## src/rtl/rrid_pkg.sv

```systemverilog
// Shared definitions for the round-robin interrupt dispatcher.
// Assumes: nothing beyond IEEE 1800-2017.
package rrid_pkg;
    // Kind of a single-line mask operation.
    typedef enum logic {
        LINE_DISABLE = 1'b0,
        LINE_ENABLE  = 1'b1
    } line_op_e;
endpackage

```

## src/rtl/rrid_mask_reg.sv

```systemverilog
// Enable-mask register. It supports a whole-word load and a single-bit
// set or clear. The whole-word load takes priority when both occur in one cycle.
// Assumes: synchronous active-low reset, and an index below NUM_LINES.
module rrid_mask_reg #(
    parameter int NUM_LINES = 32,
    localparam int IDX_W = $clog2(NUM_LINES)
) (
    input  logic                 clk,
    input  logic                 rst_n,
    input  logic                 wr_en,
    input  logic [NUM_LINES-1:0] wr_data,
    input  logic                 op_en,
    input  rrid_pkg::line_op_e   op_kind,
    input  logic [IDX_W-1:0]     op_idx,
    output logic [NUM_LINES-1:0] mask_q
);
    logic [NUM_LINES-1:0] sel_bit;

    // Decode the addressed line into a one-hot selector.
    always_comb begin
        sel_bit = '0;
        sel_bit[op_idx] = 1'b1;
    end

    // Update the mask: full load first, then the single-bit operation.
    always_ff @(posedge clk) begin
        if (!rst_n) begin
            mask_q <= '0;
        end else if (wr_en) begin
            mask_q <= wr_data;
        end else if (op_en) begin
            if (op_kind == rrid_pkg::LINE_ENABLE) mask_q <= mask_q | sel_bit;
            else                                  mask_q <= mask_q & ~sel_bit;
        end
    end

    // a single-line operation leaves every other bit as it was.
    p_line_op_isolated_r8: assert property (@(posedge clk) disable iff (!rst_n)
        (op_en && !wr_en) |=> (((mask_q ^ $past(mask_q)) & ~$past(sel_bit)) == '0));

    // a full load shows its data after the edge.
    p_full_load_r7: assert property (@(posedge clk) disable iff (!rst_n)
        wr_en |=> (mask_q == $past(wr_data)));
endmodule

```

## src/rtl/rrid_rr_pick.sv

```systemverilog
// Rotating first-pending search. Starting at ptr, it returns the first set bit
// of pending in increasing index order, wrapping around.
// Assumes: NUM_LINES is a power of two, so index arithmetic wraps by width.
module rrid_rr_pick #(
    parameter int NUM_LINES = 32,
    localparam int IDX_W = $clog2(NUM_LINES)
) (
    input  logic [NUM_LINES-1:0] pending,
    input  logic [IDX_W-1:0]     ptr,
    output logic                 hit,
    output logic [IDX_W-1:0]     idx
);
    logic [IDX_W-1:0] cand;

    // Walk the lines from ptr and keep the first pending one.
    always_comb begin
        hit  = 1'b0;
        idx  = '0;
        cand = '0;
        for (int k = 0; k < NUM_LINES; k++) begin
            cand = ptr + IDX_W'(k);
            if (!hit && pending[cand]) begin
                hit = 1'b1;
                idx = cand;
            end
        end
    end
endmodule

```

## src/rtl/rrid_remap.sv

```systemverilog
// Maps a raw line index into the internal or the cascaded external number space.
// Assumes: EXT_FIRST <= EXT_LAST < NUM_LINES when cascading is enabled.
module rrid_remap #(
    parameter int NUM_LINES = 32,
    parameter bit CASCADE_EN = 1'b1,
    parameter int EXT_FIRST = 8,
    parameter int EXT_LAST = 11,
    localparam int IDX_W = $clog2(NUM_LINES)
) (
    input  logic [IDX_W-1:0] raw_idx,
    output logic             is_ext,
    output logic [IDX_W-1:0] num
);
    localparam logic [IDX_W-1:0] LO = IDX_W'(EXT_FIRST);
    localparam logic [IDX_W-1:0] HI = IDX_W'(EXT_LAST);

    generate
        if (CASCADE_EN) begin : g_casc
            // Check the window and rebase the index inside it.
            always_comb begin
                is_ext = (raw_idx >= LO) && (raw_idx <= HI);
                num    = is_ext ? (raw_idx - LO) : raw_idx;
            end
        end else begin : g_flat
            // Without cascading every line is internal.
            always_comb begin
                is_ext = 1'b0;
                num    = raw_idx;
            end
        end
    endgenerate
endmodule

```

## src/rtl/rr_irq_dispatch.sv

```systemverilog
// Top of the round-robin masked interrupt dispatcher. It forms the pending set,
// drives the summary request, and answers each service request with a registered grant.
// Assumes: NUM_LINES is 32 or 64, raw_status is level-held, and the reset is synchronous active-low.
module rr_irq_dispatch #(
    parameter int NUM_LINES = 32,
    parameter bit CASCADE_EN = 1'b1,
    parameter int EXT_FIRST = 8,
    parameter int EXT_LAST = 11,
    localparam int IDX_W = $clog2(NUM_LINES)
) (
    input  logic                 clk,
    input  logic                 rst_n,
    input  logic [NUM_LINES-1:0] raw_status,
    input  logic                 mask_wr_en,
    input  logic [NUM_LINES-1:0] mask_wr_data,
    input  logic                 line_op_en,
    input  logic                 line_op_set,
    input  logic [IDX_W-1:0]     line_op_idx,
    output logic [NUM_LINES-1:0] mask_q,
    output logic [NUM_LINES-1:0] pending,
    output logic                 cpu_irq,
    input  logic                 svc_req,
    output logic                 grant_valid,
    output logic                 grant_ext,
    output logic [IDX_W-1:0]     grant_num
);
    logic [IDX_W-1:0]     ptr_q;
    logic                 pick_hit;
    logic [IDX_W-1:0]     pick_idx;
    logic                 map_ext;
    logic [IDX_W-1:0]     map_num;
    logic [IDX_W-1:0]     gnt_raw_q;
    logic [NUM_LINES-1:0] pend_prev;

    rrid_mask_reg #(.NUM_LINES(NUM_LINES)) u_mask (
        .clk     (clk),
        .rst_n   (rst_n),
        .wr_en   (mask_wr_en),
        .wr_data (mask_wr_data),
        .op_en   (line_op_en),
        .op_kind (rrid_pkg::line_op_e'(line_op_set)),
        .op_idx  (line_op_idx),
        .mask_q  (mask_q)
    );

    // Gate the sources with the mask and reduce them to the summary request.
    always_comb begin
        pending = raw_status & mask_q;
        cpu_irq = |pending;
    end

    rrid_rr_pick #(.NUM_LINES(NUM_LINES)) u_pick (
        .pending (pending),
        .ptr     (ptr_q),
        .hit     (pick_hit),
        .idx     (pick_idx)
    );

    rrid_remap #(
        .NUM_LINES  (NUM_LINES),
        .CASCADE_EN (CASCADE_EN),
        .EXT_FIRST  (EXT_FIRST),
        .EXT_LAST   (EXT_LAST)
    ) u_remap (
        .raw_idx (pick_idx),
        .is_ext  (map_ext),
        .num     (map_num)
    );

    // Register the grant and move the pointer past the granted line.
    always_ff @(posedge clk) begin
        if (!rst_n) begin
            ptr_q       <= '0;
            grant_valid <= 1'b0;
            grant_ext   <= 1'b0;
            grant_num   <= '0;
            gnt_raw_q   <= '0;
        end else begin
            grant_valid <= svc_req && pick_hit;
            if (svc_req && pick_hit) begin
                ptr_q     <= pick_idx + 1'b1;
                grant_ext <= map_ext;
                grant_num <= map_num;
                gnt_raw_q <= pick_idx;
            end
        end
    end

    // Keep the previous pending set for the grant-legality check.
    always_ff @(posedge clk) begin
        if (!rst_n) pend_prev <= '0;
        else        pend_prev <= pending;
    end

    // a grant names a line that was pending at the request edge.
    p_grant_was_pending_r4: assert property (@(posedge clk) disable iff (!rst_n)
        grant_valid |-> pend_prev[gnt_raw_q]);

    // the pointer sits one past the granted raw index.
    p_ptr_after_grant_r5: assert property (@(posedge clk) disable iff (!rst_n)
        grant_valid |-> (ptr_q == IDX_W'(gnt_raw_q + 1'b1)));

    // a request with nothing pending gives no grant and keeps the pointer.
    p_empty_request_r3: assert property (@(posedge clk) disable iff (!rst_n)
        (svc_req && !cpu_irq) |=> (!grant_valid && $stable(ptr_q)));

    // no request, no grant, and the pointer is unchanged.
    p_idle_no_grant_r9: assert property (@(posedge clk) disable iff (!rst_n)
        !svc_req |=> (!grant_valid && $stable(ptr_q)));

    // an external number never exceeds the window size.
    p_ext_in_window_r6: assert property (@(posedge clk) disable iff (!rst_n)
        (grant_valid && grant_ext) |-> (int'(grant_num) <= EXT_LAST - EXT_FIRST));
endmodule

```

## config.mk

```make
export PLATFORM = sky130hd
export DESIGN_NAME = rr_irq_dispatch
export DESIGN_NICKNAME = d
export VERILOG_FILES = /design/src/rtl/rrid_pkg.sv /design/src/rtl/rrid_mask_reg.sv /design/src/rtl/rrid_rr_pick.sv /design/src/rtl/rrid_remap.sv /design/src/rtl/rr_irq_dispatch.sv
export SDC_FILE = /design/constraint.sdc
export NUM_CORES = 1
export LEC_CHECK = 0
export ABC_CLOCK_PERIOD_IN_PS = 5600
export BUFFER_PORTS_ARGS = -buffer_cell sky130_fd_sc_hd__buf_4
export CAP_MARGIN = 30
export CORE_MARGIN = 2
export CORE_UTILIZATION = 40
export DETAILED_ROUTE_END_ITERATION = 8
export GPL_TIMING_DRIVEN = 0
export PLACE_DENSITY_LB_ADDON = 0.12
export SYNTH_ARGS = -nofsm -noshare
export SYNTH_HDL_FRONTEND = slang
export SYNTH_SLANG_ARGS = --single-unit
```

## constraint.sdc

```tcl
create_clock -name clk -period 5.6 [get_ports clk]
set_input_delay 0 -clock clk [delete_from_list [all_inputs] [get_ports clk]]
set_output_delay 0 -clock clk [all_outputs]
set_load 0.02 [all_outputs]
```

# After elaboration in Yosys (flattened, before gate mapping)
# Cells that the tools add are included.
dict set report word_totals {
  register_bits 44
  latchBits 0
  ram_bits 0
  mem_bits_ro 0
  output_inout_bits 72
  elab_cells 279
  mem_count 0
}
dict set report classes {
  n_addsub 33
  n_mul 0
  div_mod_pow 0
  n_lt_le_gt_ge 36
  n_eq_ne 0
  shifts 0
  muxes 134
  n_bitwise 4
  n_reduce_logical 67
}
# operator count
set ops {}
lappend ops {{$lt 5x6->1 const B} 33}
lappend ops {{$mux 5} 33}
lappend ops {{$bmux 1 s5} 32}
lappend ops {{$mux 32} 3}
lappend ops {{$add 5x5->5 const B} 16}
lappend ops {{$mux 1} 65}
lappend ops {{$and 32x32->32} 2}
lappend ops {{$add 5x4->5 const B} 8}
lappend ops {{$logic_and 1x1->1} 34}
lappend ops {{$not 32->32} 1}
lappend ops {{$or 32x32->32} 1}
lappend ops {{$reduce_or 32->1} 1}
lappend ops {{$logic_not 1->1} 31}
lappend ops {{$add 5x3->5 const B} 4}
lappend ops {{$add 5x1->5 const B} 2}
lappend ops {{$add 5x2->5 const B} 2}
lappend ops {{$demux 1 s5} 1}
lappend ops {{$ge 5x1->1 const B} 1}
lappend ops {{$ge 5x4->1 const B} 1}
lappend ops {{$le 5x4->1 const B} 1}
lappend ops {{$sub 5x4->5 const B} 1}
lappend ops {{$reduce_bool 2->1} 1}

# Depth between registers and ports, before layout
dict set report depth {
  depth_word 100
  depth_mapped 26
  ltp_nobuf 20
}

# Modules after synthesis
# Synthesis repeated with hierarchy kept, for this count alone.
dict set report hier_totals {
  cells_unflattened 1076
  area_unflattened_um2 9176.3
}
# module n_inst cells_per_inst area_each_um2 seq_area_each_um2
set modules_own_cells {}
lappend modules_own_cells {rrid_rr_pick 1 762 6481.2 0.0}
lappend modules_own_cells {rrid_mask_reg 1 202 1816.7 640.6}
lappend modules_own_cells {rr_irq_dispatch 1 98 767.0 240.2}
lappend modules_own_cells {rrid_remap 1 14 111.4 0.0}

# Worst setup path after synthesis
# Ideal clock, no wire load.
dict set report synth_timing {
  kind {flip-flop to flip-flop}
  start {register ptr_q[1]}
  end {register grant_num[3]}
  setup_time_ps 127
  arrival_time_ps 5561
  path_slack_ps -89
  path_stages_with_launch 23
  period_less_slack_ps 5689
  path_cell_list {dfxtp_1 > buf_2 > inv_2 > buf_1 > ha_1 > inv_1 > clkbuf_1 > mux4_2 > mux4_2 > nor3_4 > nand4_1 > buf_2 > or3_4 > o32ai_1 > a221o_1 > o2111ai_1 > a21oi_1 > nor2_1 > ha_1 > nor4b_1 > a211oi_2 > a21oi_1 > or3b_1}
}
dict set report synth_between {
  elab_chain_len 99
}
# item line_no
set synth_lines {}
lappend synth_lines {{from (decl)} rr_irq_dispatch.sv:27} ;# logic [IDX_W-1:0] ptr_q;
lappend synth_lines {{from (signal assigned)} rr_irq_dispatch.sv:81} ;# ptr_q <= pick_idx + 1'b1;
lappend synth_lines {{branches (longest 99 deep; another with $add 5x1->5)} n/a}
lappend synth_lines {{to (signal assigned)} rr_irq_dispatch.sv:83} ;# grant_num <= map_num;
lappend synth_lines {{to (decl)} rr_irq_dispatch.sv:25} ;# output logic [IDX_W-1:0] grant_num
# Several ways; the timed one is not identified. The select of a mux whose other input is x is not followed.
# A chain may end at the register's enable or synchronous reset.

# Worst setup path after layout
# Ends and elaborated chain as after synthesis.

==> impl_metrics.csv <==
group,metric,value,unit
synth,yosys-top-cells-count,"159 x nand2_1, 138 x nor2_1, 111 x a21oi_1",
status,violations,"negative setup slack",
route,vias,12800,
clock_tree,clk_pin_slew,60,ps
setup_path,path_cells,"buf_12 -> clkinv_16 -> buf_12 -> ha_4 -> clkinvlp_4 -> clkbuf_16 -> mux4_2 -> mux4_2 -> nor3_4 -> buf_6 -> nand4_4 -> nor3_4 -> or4b_4 -> a32oi_2 -> o21a_2 -> a21oi_1 -> nor2_2 -> inv_1 -> ha_1 -> o21ai_1 -> nand4_2 -> nand3_1 -> or3b_1",
floorplan,start_util,0.407,
synth,synth_top_area_frac,0.151,
synth,async_reset_ff_frac,0,
route,first_pass_iters,5,
synth,yosysUniqueCellTypes,106,
grt,grtUsageTotal,0.425,
synth,synthTopCellsByArea,"mux4_2 15%, dfxtp_1 9.3%, nand2_1 6.3%",
synth,synth_area,9520,µm²
finish,layout.cells.non_filler,1875,
route,wl_per_cell,28.8,µm
route,wirelength,53900,µm
synth,netlist_instances,1302,
floorplan,die_w,158,µm
setup_path,crit_path_end_kind,"flip-flop",
synth,mappedNetlistNets,1393,
status,status,"finished with violations",
clock_tree,clock_latency,290,ps
timing,rsz0062_at_grt,"true",
setup_path,startpoint_type,"flip-flop",
synth,yosysMostFrequentCell,"nand2_1",
hold_path,hold_class,"in2reg",
synth,syn_area_per_cell,7.31,µm²
hold_path,hold_path_startpoint,"line_op_set",
setup_path,crit_fanout,6,
timing,hold_slack,132,ps
grt,use_met1,0.535,
setup_path,cp_num_buf_inv,7,
pwr,power.total,10.4,mW
floorplan,die_y,158,µm
route,postRouteAntennaNets,0,
placement,placed_cell_area,11000,µm²
finish,design_area,12900,µm²
setup_path,r2r_slack,-90,ps
synth,yosysTopAreaCell,"mux4_2",
finish,fin_nets,1647,
floorplan,rows,56,
setup_path,required,5770,ps
clock_tree,clock-sinks,44,
clock_tree,cts_buffers,5,
grt,antenna_found_initial,1,
route,first_iter_violations,1584,
grt,grt_pass1_wl,77900,µm
placement,gp_congestion,1.04,
grt,gr-total-overflow,0,
hold_path,min_path_cells,5,
pwr,ir_drop,0.516,mV
clock_tree,cts_tree,"built",
setup_path,crit_type,"reg2reg",
grt,globalRoute.busiestLayer,"met2",
grt,grt_max_degree,15,
timing,hold_violations,0,
placement,place.detailed.hpwl,42300,µm
job,cap_violations,0,
grt,grt_pass1_vias,11700,
clock_tree,clockBufferDepth,2,
pwr,p_per_area,812,nW/µm²
synth,synth_flop_cell,"dfxtp_1",
placement,dpl.cell_count,1764,
timing,period_needed,5690,ps
setup_path,crit_family,"simple AND/OR/NAND/NOR gates",
finish,synthToLayoutAreaGrowth,35.2,%
timing,final-max-slew-violation-count,0,
route,routed_via_density,6.84,
route,drc,0,
synth,seq_area_frac_synth,0.0925,
finish,drive_gt1_frac,0.302,
setup_path,reg2regPathDepth,23,
floorplan,core_region_area,23400,µm²
placement,io_buffers,142,
timing,final-setup-viol-count,1,
setup_path,slowest_stage,"mux4_2",
setup_path,cp_data_arrival_time,5860,ps
grt,grtUsageMet2,0.640,
setup_path,critPathMaxStageDelay,580,ps
pwr,leakage,5.06,nW
grt,met3_usage,0.116,
floorplan,ios,147,
synth,synth-seq-cells,44,
synth,synth-edff-count,0,
timing,fin_skew,5.37,ps
timing,final.setup.worst_slack,-94.0,ps
clock_tree,cts-root-buf,"clkbuf_16",
timing,relSlewSlack,0.313,
setup_path,r2r-end,"grant_num[3]",
timing,fin_crit_sh,1.02,
synth,yosys_warnings,0,
timing,worst_pin_slew,1030,ps
setup_path,r2r-start,"ptr_q[1]",
clock_tree,htree_levels,2,
timing,fmax,176,MHz
floorplan,dieArea,25000,µm²
[cell type report]
type	instances	area, µm²
clock buffer	5	125
tap	319	399
buffer	86	609
multi-input combinational	1124	8650
inverter	46	206
timing repair buffer	249	1980
fill	2373	10500
antenna	2	5.00
sequential	44	890
[metrics by stage]
stage | setup slack (ps) | TNS (ps) | utilization
after floorplan | 105 | 0 | -
final | -94.0 | -94.0 | 0.550
after CTS | 0.769 | 0 | 0.525
after detailed placement | -2690 | -20440 | 0.470
after global placement | -2690 | -21010 | 0.469
after global routing | -197 | -291 | 0.550
[placed cells by master, fill, tap and decap left out, types with 26 or more instances in the layout]
master,netlist,layout
mux4_2,64,64
nand3_1,69,62
dlygate4sd3_1,0,33
dfxtp_1,44,41
o21ai_0,71,68
nand2_1,159,156
nor2_1,138,131
clkbuf_1,46,31
a21boi_0,28,28
a21oi_1,111,105
inv_1,42,40
nand4_1,26,26
buf_4,4,216
[worst max-delay path by stage]
stage	startpoint	to	slack, ps	cells after the start
3_5_place_dp	ptr_q[1]	grant_num[3]	-2690	24
5_1_grt	ptr_q[1]	grant_num[3]	-200	22
6_report	ptr_q[1]	grant_num[3]	-90	23
2_1_floorplan	ptr_q[1]	grant_num[3]	100	22
3_3_place_gp	ptr_q[1]	grant_num[3]	-2690	24
4_1_cts	ptr_q[0]	grant_num[3]	0.8	22
[tightest hold or removal path, cell delays in order]
cell and delay (ps):
buf_4 120, mux2i_1 70, nor2_1 80, a21oi_1 40, nor2_1 70
[repair_timing]
item	in CTS	in global routing
hold buffers	33	0
cloned	1	0
endpoints found under the setup margin	11	6
setup buffers	42	28
gates resized for setup	120	81
hold endpoints to repair	34	0
pin swaps	26	26
[cell families after synthesis]
group,after synthesis,share of synthesized area
AO/OA/AOI/OAI,433,0.308
multiplexers,100,0.192
XOR/XNOR,37,0.0400
flip-flops,44,0.0925
buffers and inverters,134,0.0644
AND/OR/NAND/NOR,538,0.282
adder cells (fa/ha/maj),16,0.0210
[layer usage]
layer	up-vias	wire, µm
li1	5530	-
met1	6074	20100
met2	994	23100
met3	223	6520
met4	0	4170
met5	-	0
[power breakdown]
group | internal, mW | switching (mW)
registers | 0.362 | 0.0491
logic | 3.85 | 5.91
clock network | 0.158 | 0.118
Power figures use the tool's default switching activity.
